--- src/rtl/gpio_lock_pkg.sv ---
package gpio_lock_pkg;

    typedef enum logic [1:0] {
        PM_INPUT  = 2'b00,
        PM_OUTPUT = 2'b01,
        PM_ALT    = 2'b10,
        PM_ANALOG = 2'b11
    } pin_mode_e;

    typedef enum logic [1:0] {
        LK_IDLE,
        LK_FIRST,
        LK_SECOND,
        LK_CONFIRM
    } lock_step_e;

    localparam int unsigned REG_MODE   = 0;
    localparam int unsigned REG_OTYPE  = 1;
    localparam int unsigned REG_SPEED  = 2;
    localparam int unsigned REG_PULL   = 3;
    localparam int unsigned REG_IDATA  = 4;
    localparam int unsigned REG_ODATA  = 5;
    localparam int unsigned REG_SETCLR = 6;
    localparam int unsigned REG_LOCK   = 7;
    localparam int unsigned REG_AFLO   = 8;
    localparam int unsigned REG_AFHI   = 9;

endpackage

--- src/rtl/gpio_in_sync.sv ---
module gpio_in_sync #(
    parameter int unsigned WIDTH = 16
) (
    input  logic             clk,
    input  logic             rst_n,
    input  logic [WIDTH-1:0] raw_in,
    output logic [WIDTH-1:0] sync_out
);
    typedef struct packed {
        logic [WIDTH-1:0] stage1;
        logic [WIDTH-1:0] stage2;
    } sync_t;

    sync_t s_d, s_q;

    always_comb begin
        s_d.stage1 = raw_in;
        s_d.stage2 = s_q.stage1;
    end

    always_ff @(posedge clk or negedge rst_n) begin
        if (!rst_n) s_q <= '0;
        else        s_q <= s_d;
    end

    assign sync_out = s_q.stage2;
endmodule

--- src/rtl/gpio_key_lock.sv ---
module gpio_key_lock
    import gpio_lock_pkg::*;
#(
    parameter int unsigned PINS = 16
) (
    input  logic            clk,
    input  logic            rst_n,
    input  logic            key_wr,
    input  logic            key_rd,
    input  logic            key_bit,
    input  logic [PINS-1:0] key_mask,
    output logic            lock_active,
    output logic [PINS-1:0] lock_mask
);
    typedef struct packed {
        lock_step_e      step;
        logic [PINS-1:0] seen;
        logic            active;
        logic [PINS-1:0] locked;
    } key_t;

    key_t k_d, k_q;

    always_comb begin
        k_d = k_q;
        if (!k_q.active) begin
            if (key_wr) begin
                case (k_q.step)
                    LK_IDLE: begin
                        if (key_bit) begin
                            k_d.step = LK_FIRST;
                            k_d.seen = key_mask;
                        end
                    end
                    LK_FIRST:
                        k_d.step = (!key_bit && key_mask == k_q.seen) ? LK_SECOND : LK_IDLE;
                    LK_SECOND:
                        k_d.step = (key_bit && key_mask == k_q.seen) ? LK_CONFIRM : LK_IDLE;
                    default:
                        k_d.step = LK_IDLE;
                endcase
            end else if (key_rd && k_q.step == LK_CONFIRM) begin
                k_d.active = 1'b1;
                k_d.locked = k_q.seen;
                k_d.step   = LK_IDLE;
            end
        end
    end

    always_ff @(posedge clk or negedge rst_n) begin
        if (!rst_n) k_q <= '{step: LK_IDLE, seen: '0, active: 1'b0, locked: '0};
        else        k_q <= k_d;
    end

    assign lock_active = k_q.active;
    assign lock_mask   = k_q.locked;
endmodule

--- src/rtl/gpio_pin_drive.sv ---
module gpio_pin_drive
    import gpio_lock_pkg::*;
#(
    parameter int unsigned PINS = 16
) (
    input  logic [2*PINS-1:0] mode,
    input  logic [PINS-1:0]   otype,
    input  logic [2*PINS-1:0] speed,
    input  logic [PINS-1:0]   odata,
    input  logic [PINS-1:0]   alt_val,
    output logic [PINS-1:0]   pad_out,
    output logic [PINS-1:0]   pad_oe,
    output logic [PINS-1:0]   pad_od,
    output logic [PINS-1:0]   pad_analog,
    output logic [2*PINS-1:0] pad_speed
);
    for (genvar p = 0; p < PINS; p++) begin : g_pin
        pin_mode_e pm;
        logic      drives;
        logic      value;

        assign pm     = pin_mode_e'(mode[2*p +: 2]);
        assign drives = (pm == PM_OUTPUT) || (pm == PM_ALT);
        assign value  = (pm == PM_ALT) ? alt_val[p] : odata[p];

        assign pad_out[p]        = drives & value;
        assign pad_od[p]         = drives & otype[p];
        assign pad_oe[p]         = drives & (~otype[p] | ~value);
        assign pad_analog[p]     = (pm == PM_ANALOG);
        assign pad_speed[2*p +: 2] = drives ? speed[2*p +: 2] : 2'b00;
    end
endmodule

--- src/rtl/gpio_lock_port.sv ---
module gpio_lock_port
    import gpio_lock_pkg::*;
#(
    parameter int unsigned PINS = 16,
    parameter int unsigned DW   = 32,
    parameter int unsigned AW   = 4
) (
    input  logic              clk,
    input  logic              rst_n,
    input  logic              req_valid,
    input  logic              req_write,
    input  logic [AW-1:0]     req_addr,
    input  logic [DW-1:0]     req_wdata,
    output logic [DW-1:0]     rsp_rdata,
    input  logic [PINS-1:0]   pad_in,
    input  logic [PINS-1:0]   alt_drive_in,
    output logic [PINS-1:0]   pad_out,
    output logic [PINS-1:0]   pad_oe,
    output logic [PINS-1:0]   pad_od,
    output logic [2*PINS-1:0] pad_pull,
    output logic [2*PINS-1:0] pad_speed,
    output logic [PINS-1:0]   pad_analog,
    output logic [4*PINS-1:0] alt_sel
);
    localparam int unsigned F2W     = 2 * PINS;
    localparam int unsigned SELW    = 4;
    localparam int unsigned AFB     = SELW * PINS;
    localparam int unsigned KEY_BIT = PINS;

    typedef struct packed {
        logic [F2W-1:0]  mode;
        logic [PINS-1:0] otype;
        logic [F2W-1:0]  speed;
        logic [F2W-1:0]  pull;
        logic [DW-1:0]   af_lo;
        logic [DW-1:0]   af_hi;
        logic [PINS-1:0] odata;
    } cfg_t;

    cfg_t r_d, r_q;

    logic            wr_en, rd_en;
    logic            lock_active;
    logic [PINS-1:0] lock_mask;
    logic [PINS-1:0] lk;
    logic [F2W-1:0]  lk2;
    logic [AFB-1:0]  lk4;
    logic [PINS-1:0] in_sync;
    logic [PINS-1:0] set_bits, clr_bits;

    logic [F2W-1:0]  mode_w;
    logic [PINS-1:0] otype_w;
    logic [PINS-1:0] odata_w;

    assign wr_en    = req_valid &  req_write;
    assign rd_en    = req_valid & ~req_write;
    assign lk       = lock_active ? lock_mask : '0;
    assign set_bits = req_wdata[PINS-1:0];
    assign clr_bits = req_wdata[2*PINS-1:PINS];

    for (genvar p = 0; p < PINS; p++) begin : g_lk
        assign lk2[2*p +: 2]       = {2{lk[p]}};
        assign lk4[SELW*p +: SELW] = {SELW{lk[p]}};
    end

    gpio_in_sync #(.WIDTH(PINS)) u_sync (
        .clk      (clk),
        .rst_n    (rst_n),
        .raw_in   (pad_in),
        .sync_out (in_sync)
    );

    gpio_key_lock #(.PINS(PINS)) u_key (
        .clk         (clk),
        .rst_n       (rst_n),
        .key_wr      (wr_en && req_addr == AW'(REG_LOCK)),
        .key_rd      (rd_en && req_addr == AW'(REG_LOCK)),
        .key_bit     (req_wdata[KEY_BIT]),
        .key_mask    (req_wdata[PINS-1:0]),
        .lock_active (lock_active),
        .lock_mask   (lock_mask)
    );

    always_comb begin
        r_d = r_q;
        if (wr_en) begin
            case (req_addr)
                AW'(REG_MODE):   r_d.mode  = (r_q.mode  & lk2) | (req_wdata[F2W-1:0]  & ~lk2);
                AW'(REG_OTYPE):  r_d.otype = (r_q.otype & lk)  | (req_wdata[PINS-1:0] & ~lk);
                AW'(REG_SPEED):  r_d.speed = (r_q.speed & lk2) | (req_wdata[F2W-1:0]  & ~lk2);
                AW'(REG_PULL):   r_d.pull  = (r_q.pull  & lk2) | (req_wdata[F2W-1:0]  & ~lk2);
                AW'(REG_ODATA):  r_d.odata = req_wdata[PINS-1:0];
                AW'(REG_SETCLR): r_d.odata = (r_q.odata & ~clr_bits) | set_bits;
                AW'(REG_AFLO):   r_d.af_lo = (r_q.af_lo & lk4[DW-1:0])   | (req_wdata & ~lk4[DW-1:0]);
                AW'(REG_AFHI):   r_d.af_hi = (r_q.af_hi & lk4[AFB-1:DW]) | (req_wdata & ~lk4[AFB-1:DW]);
                default: ;
            endcase
        end
    end

    always_ff @(posedge clk or negedge rst_n) begin
        if (!rst_n) r_q <= '0;
        else        r_q <= r_d;
    end

    always_comb begin
        rsp_rdata = '0;
        if (rd_en) begin
            case (req_addr)
                AW'(REG_MODE):  rsp_rdata[F2W-1:0]  = r_q.mode;
                AW'(REG_OTYPE): rsp_rdata[PINS-1:0] = r_q.otype;
                AW'(REG_SPEED): rsp_rdata[F2W-1:0]  = r_q.speed;
                AW'(REG_PULL):  rsp_rdata[F2W-1:0]  = r_q.pull;
                AW'(REG_IDATA): rsp_rdata[PINS-1:0] = in_sync & ~pad_analog;
                AW'(REG_ODATA): rsp_rdata[PINS-1:0] = r_q.odata;
                AW'(REG_LOCK):  rsp_rdata[KEY_BIT:0] = {lock_active, lk};
                AW'(REG_AFLO):  rsp_rdata = r_q.af_lo;
                AW'(REG_AFHI):  rsp_rdata = r_q.af_hi;
                default: ;
            endcase
        end
    end

    gpio_pin_drive #(.PINS(PINS)) u_drive (
        .mode       (r_q.mode),
        .otype      (r_q.otype),
        .speed      (r_q.speed),
        .odata      (r_q.odata),
        .alt_val    (alt_drive_in),
        .pad_out    (pad_out),
        .pad_oe     (pad_oe),
        .pad_od     (pad_od),
        .pad_analog (pad_analog),
        .pad_speed  (pad_speed)
    );

    assign pad_pull = r_q.pull;
    assign alt_sel  = {r_q.af_hi, r_q.af_lo};
    assign mode_w   = r_q.mode;
    assign otype_w  = r_q.otype;
    assign odata_w  = r_q.odata;
endmodule

--- config.mk ---
export PLATFORM = sky130hd
export DESIGN_NAME = gpio_lock_port
export DESIGN_NICKNAME = d
export VERILOG_FILES = /design/src/rtl/gpio_lock_pkg.sv /design/src/rtl/gpio_in_sync.sv /design/src/rtl/gpio_key_lock.sv /design/src/rtl/gpio_pin_drive.sv /design/src/rtl/gpio_lock_port.sv
export SDC_FILE = /design/constraint.sdc
export NUM_CORES = 1
export LEC_CHECK = 0
export BUFFER_PORTS_ARGS = -buffer_cell sky130_fd_sc_hd__clkbuf_2
export CORE_MARGIN = 4
export CORE_UTILIZATION = 40
export DETAILED_ROUTE_END_ITERATION = 12
export PLACE_DENSITY = 0.75
export SYNTH_ARGS = -nofsm -noshare
export SYNTH_HDL_FRONTEND = slang
export SYNTH_SLANG_ARGS = --single-unit
export TNS_END_PERCENT = 50
--- constraint.sdc ---
create_clock -name clk -period 1.6 [get_ports clk]
set_input_delay 0.16 -clock clk [delete_from_list [all_inputs] [get_ports clk]]
set_output_delay 0.16 -clock clk [all_outputs]
set_load 0.005 [all_outputs]
== Word level (Yosys, flattened, before mapping) ==
Index checks and enable logic that the tools add are counted.

* Register bits: 259
* Bits of input ports: 72
* Output and inout port bits: 224
* Logic and storage cells: 284

* Equality and inequality tests: 62
* Muxes and demuxes: 47
* Bitwise operators: 126
* Reductions and logical operators: 36

{| class="wikitable"
|+ Operator list
! operator !! number
|-
| $and A32 B32 Y32 || 8
|-
| $or A32 B32 Y32 || 5
|-
| $pmux W16 S9 || 1
|-
| $not A32 Y32 || 3
|-
| $pmux W15 S5 || 1
|-
| $eq A2 B2 Y1 const B || 34
|-
| $and A16 B16 Y16 || 4
|-
| $mux W17 || 3
|-
| $and A1 B1 Y1 || 50
|-
| $not A16 Y16 || 3
|-
| $mux W2 || 20
|-
| $not A1 Y1 || 35
|-
| $eq A2 B1 Y1 const B || 17
|-
| $mux W32 || 1
|-
| $or A16 B16 Y16 || 2
|-
| $pmux W16 S2 || 1
|-
| $mux W18 || 1
|-
| $eq A16 B16 Y1 || 1
|-
| $eq A4 B3 Y1 const B || 4
|-
| $logic_or A1 B1 Y1 || 16
|-
| $mux W1 || 16
|-
| $mux W16 || 1
|-
| $or A1 B1 Y1 || 16
|-
| $reduce_and A2 Y1 || 7
|-
| 13 further kinds || 21
|}

== Longest topological paths before layout ==
* Depth after elaboration: 7
* Depth in mapped cells: 8
* Depth with buffers taken out: 5

== Cells and area by module ==
Synthesis repeated with hierarchy kept, for this count alone.

* Cells, all modules: 1161
* Area total of the unflattened synthesis: 13721.9 um^2

{| class="wikitable"
|+ By module, submodules not included
! module !! instances !! cells an instance !! area each (um^2) !! sequential area each (um^2)
|-
| gpio_lock_port || 1 || 849 || 10008.3 || 4804.6
|-
| gpio_key_lock || 1 || 122 || 1726.7 || 875.8
|-
| gpio_pin_drive || 1 || 158 || 1186.1 || 0.0
|-
| gpio_in_sync || 1 || 32 || 800.8 || 800.8
|}

== Worst setup path after synthesis ==
OpenSTA, ideal clock, no wires.

* Path kind: input -> register
* Start: input req_addr[1]
* End: register (tool-made name)
* Arrival: 1.623 ns
* Required time: 1.472 ns
* Path slack: -0.151 ns
* Cell stages on the path: 6
* Path buffers: 2
* Cell sequence: buf_2 -> nand2b_1 -> or3_1 -> buf_4 -> a21oi_4 -> mux2_1

{| class="wikitable"
|+ RTL lines
! what !! line !! RTL
|-
| from (decl) || gpio_lock_port.sv:12 || <nowiki>input logic [AW-1:0] req_addr,</nowiki>
|}

==> flow_metrics.env <==
export IMPL_start_kind="flop"
export IMPL_use_met3_pct=3.92
export IMPL_ys_ff_latch=259
export IMPL_cp_arrival_ns=1.97
export IMPL_fin_crit_sh_pct=133
export IMPL_synthTopCellsByArea="dfrtp_1 (46%), mux2_1 (9.6%), mux2_2 (5.9%)"
export IMPL_drt_wirelength_per_cell_um=24.2
export IMPL_seqCellArea_sq_mm=0.00649
export IMPL_slew_violations=0
export IMPL_die_area_sq_mm=0.0379
export IMPL_min_path_cells=2
export IMPL_viasPerCell=5.55
export IMPL_synth_common_cells="dfrtp_1 (259), mux2_1 (119), buf_4 (104)"
export IMPL_drt_iter0_drc=975
export IMPL_synth_top_family_by_area="multiplexers"
export IMPL_finClkSkew_ns=0.0126
export IMPL_worstReg2RegEnd="u_key.lock_mask[15]$_DFFE_PN0P_"
export IMPL_power_density_mw_per_mm2=1140
export IMPL_seq_area_frac_synth_pct=46.5
export IMPL_crit_required_ns=1.44
export IMPL_dr_total_vias=11500
export IMPL_clock_fmax_ghz=0.469
export IMPL_ant_nets=0
export IMPL_status="finished, violations left"
export IMPL_synth_edf_count=0
export IMPL_dpl_cell_area_sq_mm=0.0164
export IMPL_violations="negative setup slack"
export IMPL_die_w_um=195
export IMPL_overflow=0
export IMPL_final_setup_viol_count=165
export IMPL_grt_pass1_wl_um=73600
export IMPL_cts_root_buf="clkbuf_16"
export IMPL_syn_to_final_growth_pct=39.0
export IMPL_final_area_sq_mm=0.0194
export IMPL_dp_hpwl_um=36700
export IMPL_reg2reg_depth=6
export IMPL_diodes=0
export IMPL_cts_sinks=259
export IMPL_hold_viol=0
export IMPL_drive_above_1_share_pct=51.9
export IMPL_r2r_start="u_key.lock_active$_DFF_PN0_"
export IMPL_yosys_area_top_type="dfrtp_1"
export IMPL_insertion_delay_ns=0.56
export IMPL_p_total_w=0.0221
export IMPL_hold_start="req_wdata[7]"
export IMPL_syn_area_per_cell_sq_um=11.6
export IMPL_grt_pass1_vias=11600
export IMPL_synth_xor_area_share_pct=1.07
export IMPL_syn_inst=1200
export IMPL_maxCapViolations=0
export IMPL_path_class="flop to output port"
export IMPL_numCtsBuffers=30
export IMPL_synth_fa_ha_area_share_pct=2.87
export IMPL_grt_start_max_net_pins=48
export IMPL_grt_use_met1_pct=34.9
export IMPL_hp_class="primary input to flop"
export IMPL_synth_most_common_cell="dfrtp_1"
export IMPL_synth_cell_types=59
export IMPL_setup_slack_ns=-0.532
export IMPL_ys_flop_type="dfrtp_1"
export IMPL_ios=296
export IMPL_synth_top_area_share_pct=46.5
export IMPL_synth_compound_area_share_pct=8.99
export IMPL_cts_tree="done"
export IMPL_critPathMaxFanout=2
export IMPL_reg2reg_slack_ns=-0.20
export IMPL_gp_congestion=0.955
export IMPL_async_flop_share_pct=100
export IMPL_synth_mux_area_share_pct=20.8
export IMPL_nets=1695
export IMPL_core_area_sq_mm=0.0345
export IMPL_grt_busiest_layer="met2"
export IMPL_synthSimpleGateAreaFrac_pct=11.4
export IMPL_ctsLongestPathBuffers=3
export IMPL_gr_usage_all_layers_pct=25.0
export IMPL_synth_nets=1304
export IMPL_p_leak_nw=9.15
export IMPL_rsz0062_at_grt="true"
export IMPL_die_h_um=195
export IMPL_clk_pin_slew_worst_paths_ns=0.06
export IMPL_whs_ns=0.0292
export IMPL_start_util_pct=40.5
export IMPL_final_min_clock_period_ns=2.13
export IMPL_tightest_slew_ns=0.545
export IMPL_gr_usage_met2_pct=41.3
export IMPL_io_buffer_count=295
export IMPL_h_tree_depth=1
export IMPL_wirelength_um=50000
export IMPL_first_pass_iters=5
export IMPL_yosys_warnings=0
export IMPL_nFillCells=2836
export IMPL_relSlewSlack_pct=63.3
export IMPL_antenna_found_initial=1
export IMPL_multi_input_area_sq_mm=0.00732
export IMPL_drc=0
export IMPL_ir_drop_v=0.000805
export IMPL_rows=68
export IMPL_end_kind="output port"
export IMPL_syn_area_sq_mm=0.0139
repair_timing:
action,in CTS,in global routing
pin swaps,60,57
setup buffers,25,24
setup endpoints to repair,183,183
resized for setup,167,199
hold buffers,35,0
endpoints found under the hold margin,342,0
per-layer routing:
metal / share of wire (%) / vias up / wire [um]
li1: - / 4951 / -
met1: 42 / 5805 / 21000
met2: 48 / 592 / 23800
met3: 7.5 / 118 / 3730
met4: 2.9 / 2 / 1450
met5: 0.024 / - / 12
layout by cell type (no fill, tap or decap), types with 17 or more instances in the layout:
cell type      instances
a22oi_1               29
buf_12                23
buf_2                 72
buf_4                123
buf_6                 49
clkbuf_16             31
clkbuf_2             219
dfrtp_1              250
dlygate4sd3_1         35
ha_4                  27
mux2_1               103
mux2_2                71
mux2_4                38
mux2i_1               27
nand2_1               65
nand2_2               17
nor2_1                40
nor2b_1               55
o21ai_0               20
critical path, cell delays in order, from the launching register on:
cell and delay [ns]:
dfrtp_1 0.42, ha_4 0.20, nor3b_4 0.18, a31oi_1 0.07, a31oi_2 0.28, buf_4 0.17
buf_6 0.09
layout make-up:
cell class / instances / share of cell area [%]
Inverter: 27 / 0.639
Clock inverter: 8 / 0.865
Timing Repair Buffer: 526 / 19.7
Clock buffer: 45 / 4.63
Tap cell: 455 / 2.94
Multi-Input combinational cell: 747 / 37.8
Sequential cell: 259 / 33.5
per-stage QoR:
stage	worst slack, ns	utilization (%)	TNS, ns	instances
floorplan	-0.0631	-	-1.16	1200
global placement	-0.532	47.5	-69.85	1934
detailed placement	-0.527	47.5	-74.92	1934
CTS	-0.516	54.2	-29.97	2046
global route	-0.552	56.3	-42.63	2067
finish	-0.532	56.3	-34.91	2067
cell families after synthesis:
| logic type | count (synthesis) |
|---|---|
| adders and majority gates | 32 |
| buffers and inverters | 194 |
| and+or+nand+nor | 281 |
| xor gates and xnor gates | 17 |
| AOI/OAI and AO/OA | 163 |
| DFF | 259 |
| muxes | 254 |
power by group:
group / total [W] / internal (W) / switching [W]
Sequential: 0.00878 / 0.00762 / 0.00115
Combinational: 0.00589 / 0.00329 / 0.00260
Clock: 0.00741 / 0.00464 / 0.00278
worst max path at each step:
stage	start	end	slack (ns)
final	flop	rsp_rdata[10]	-0.53
after global routing	flop	rsp_rdata[10]	-0.55
after CTS	u_key.lock_active$_DFF_PN0_	rsp_rdata[11]	-0.52
after detailed placement	req_addr[0]	rsp_rdata[10]	-0.53
after global placement	req_addr[0]	rsp_rdata[10]	-0.53
after floorplan	req_addr[1]	rsp_rdata[11]	-0.06
Note: power is estimated with default switching activity, not from simulation.
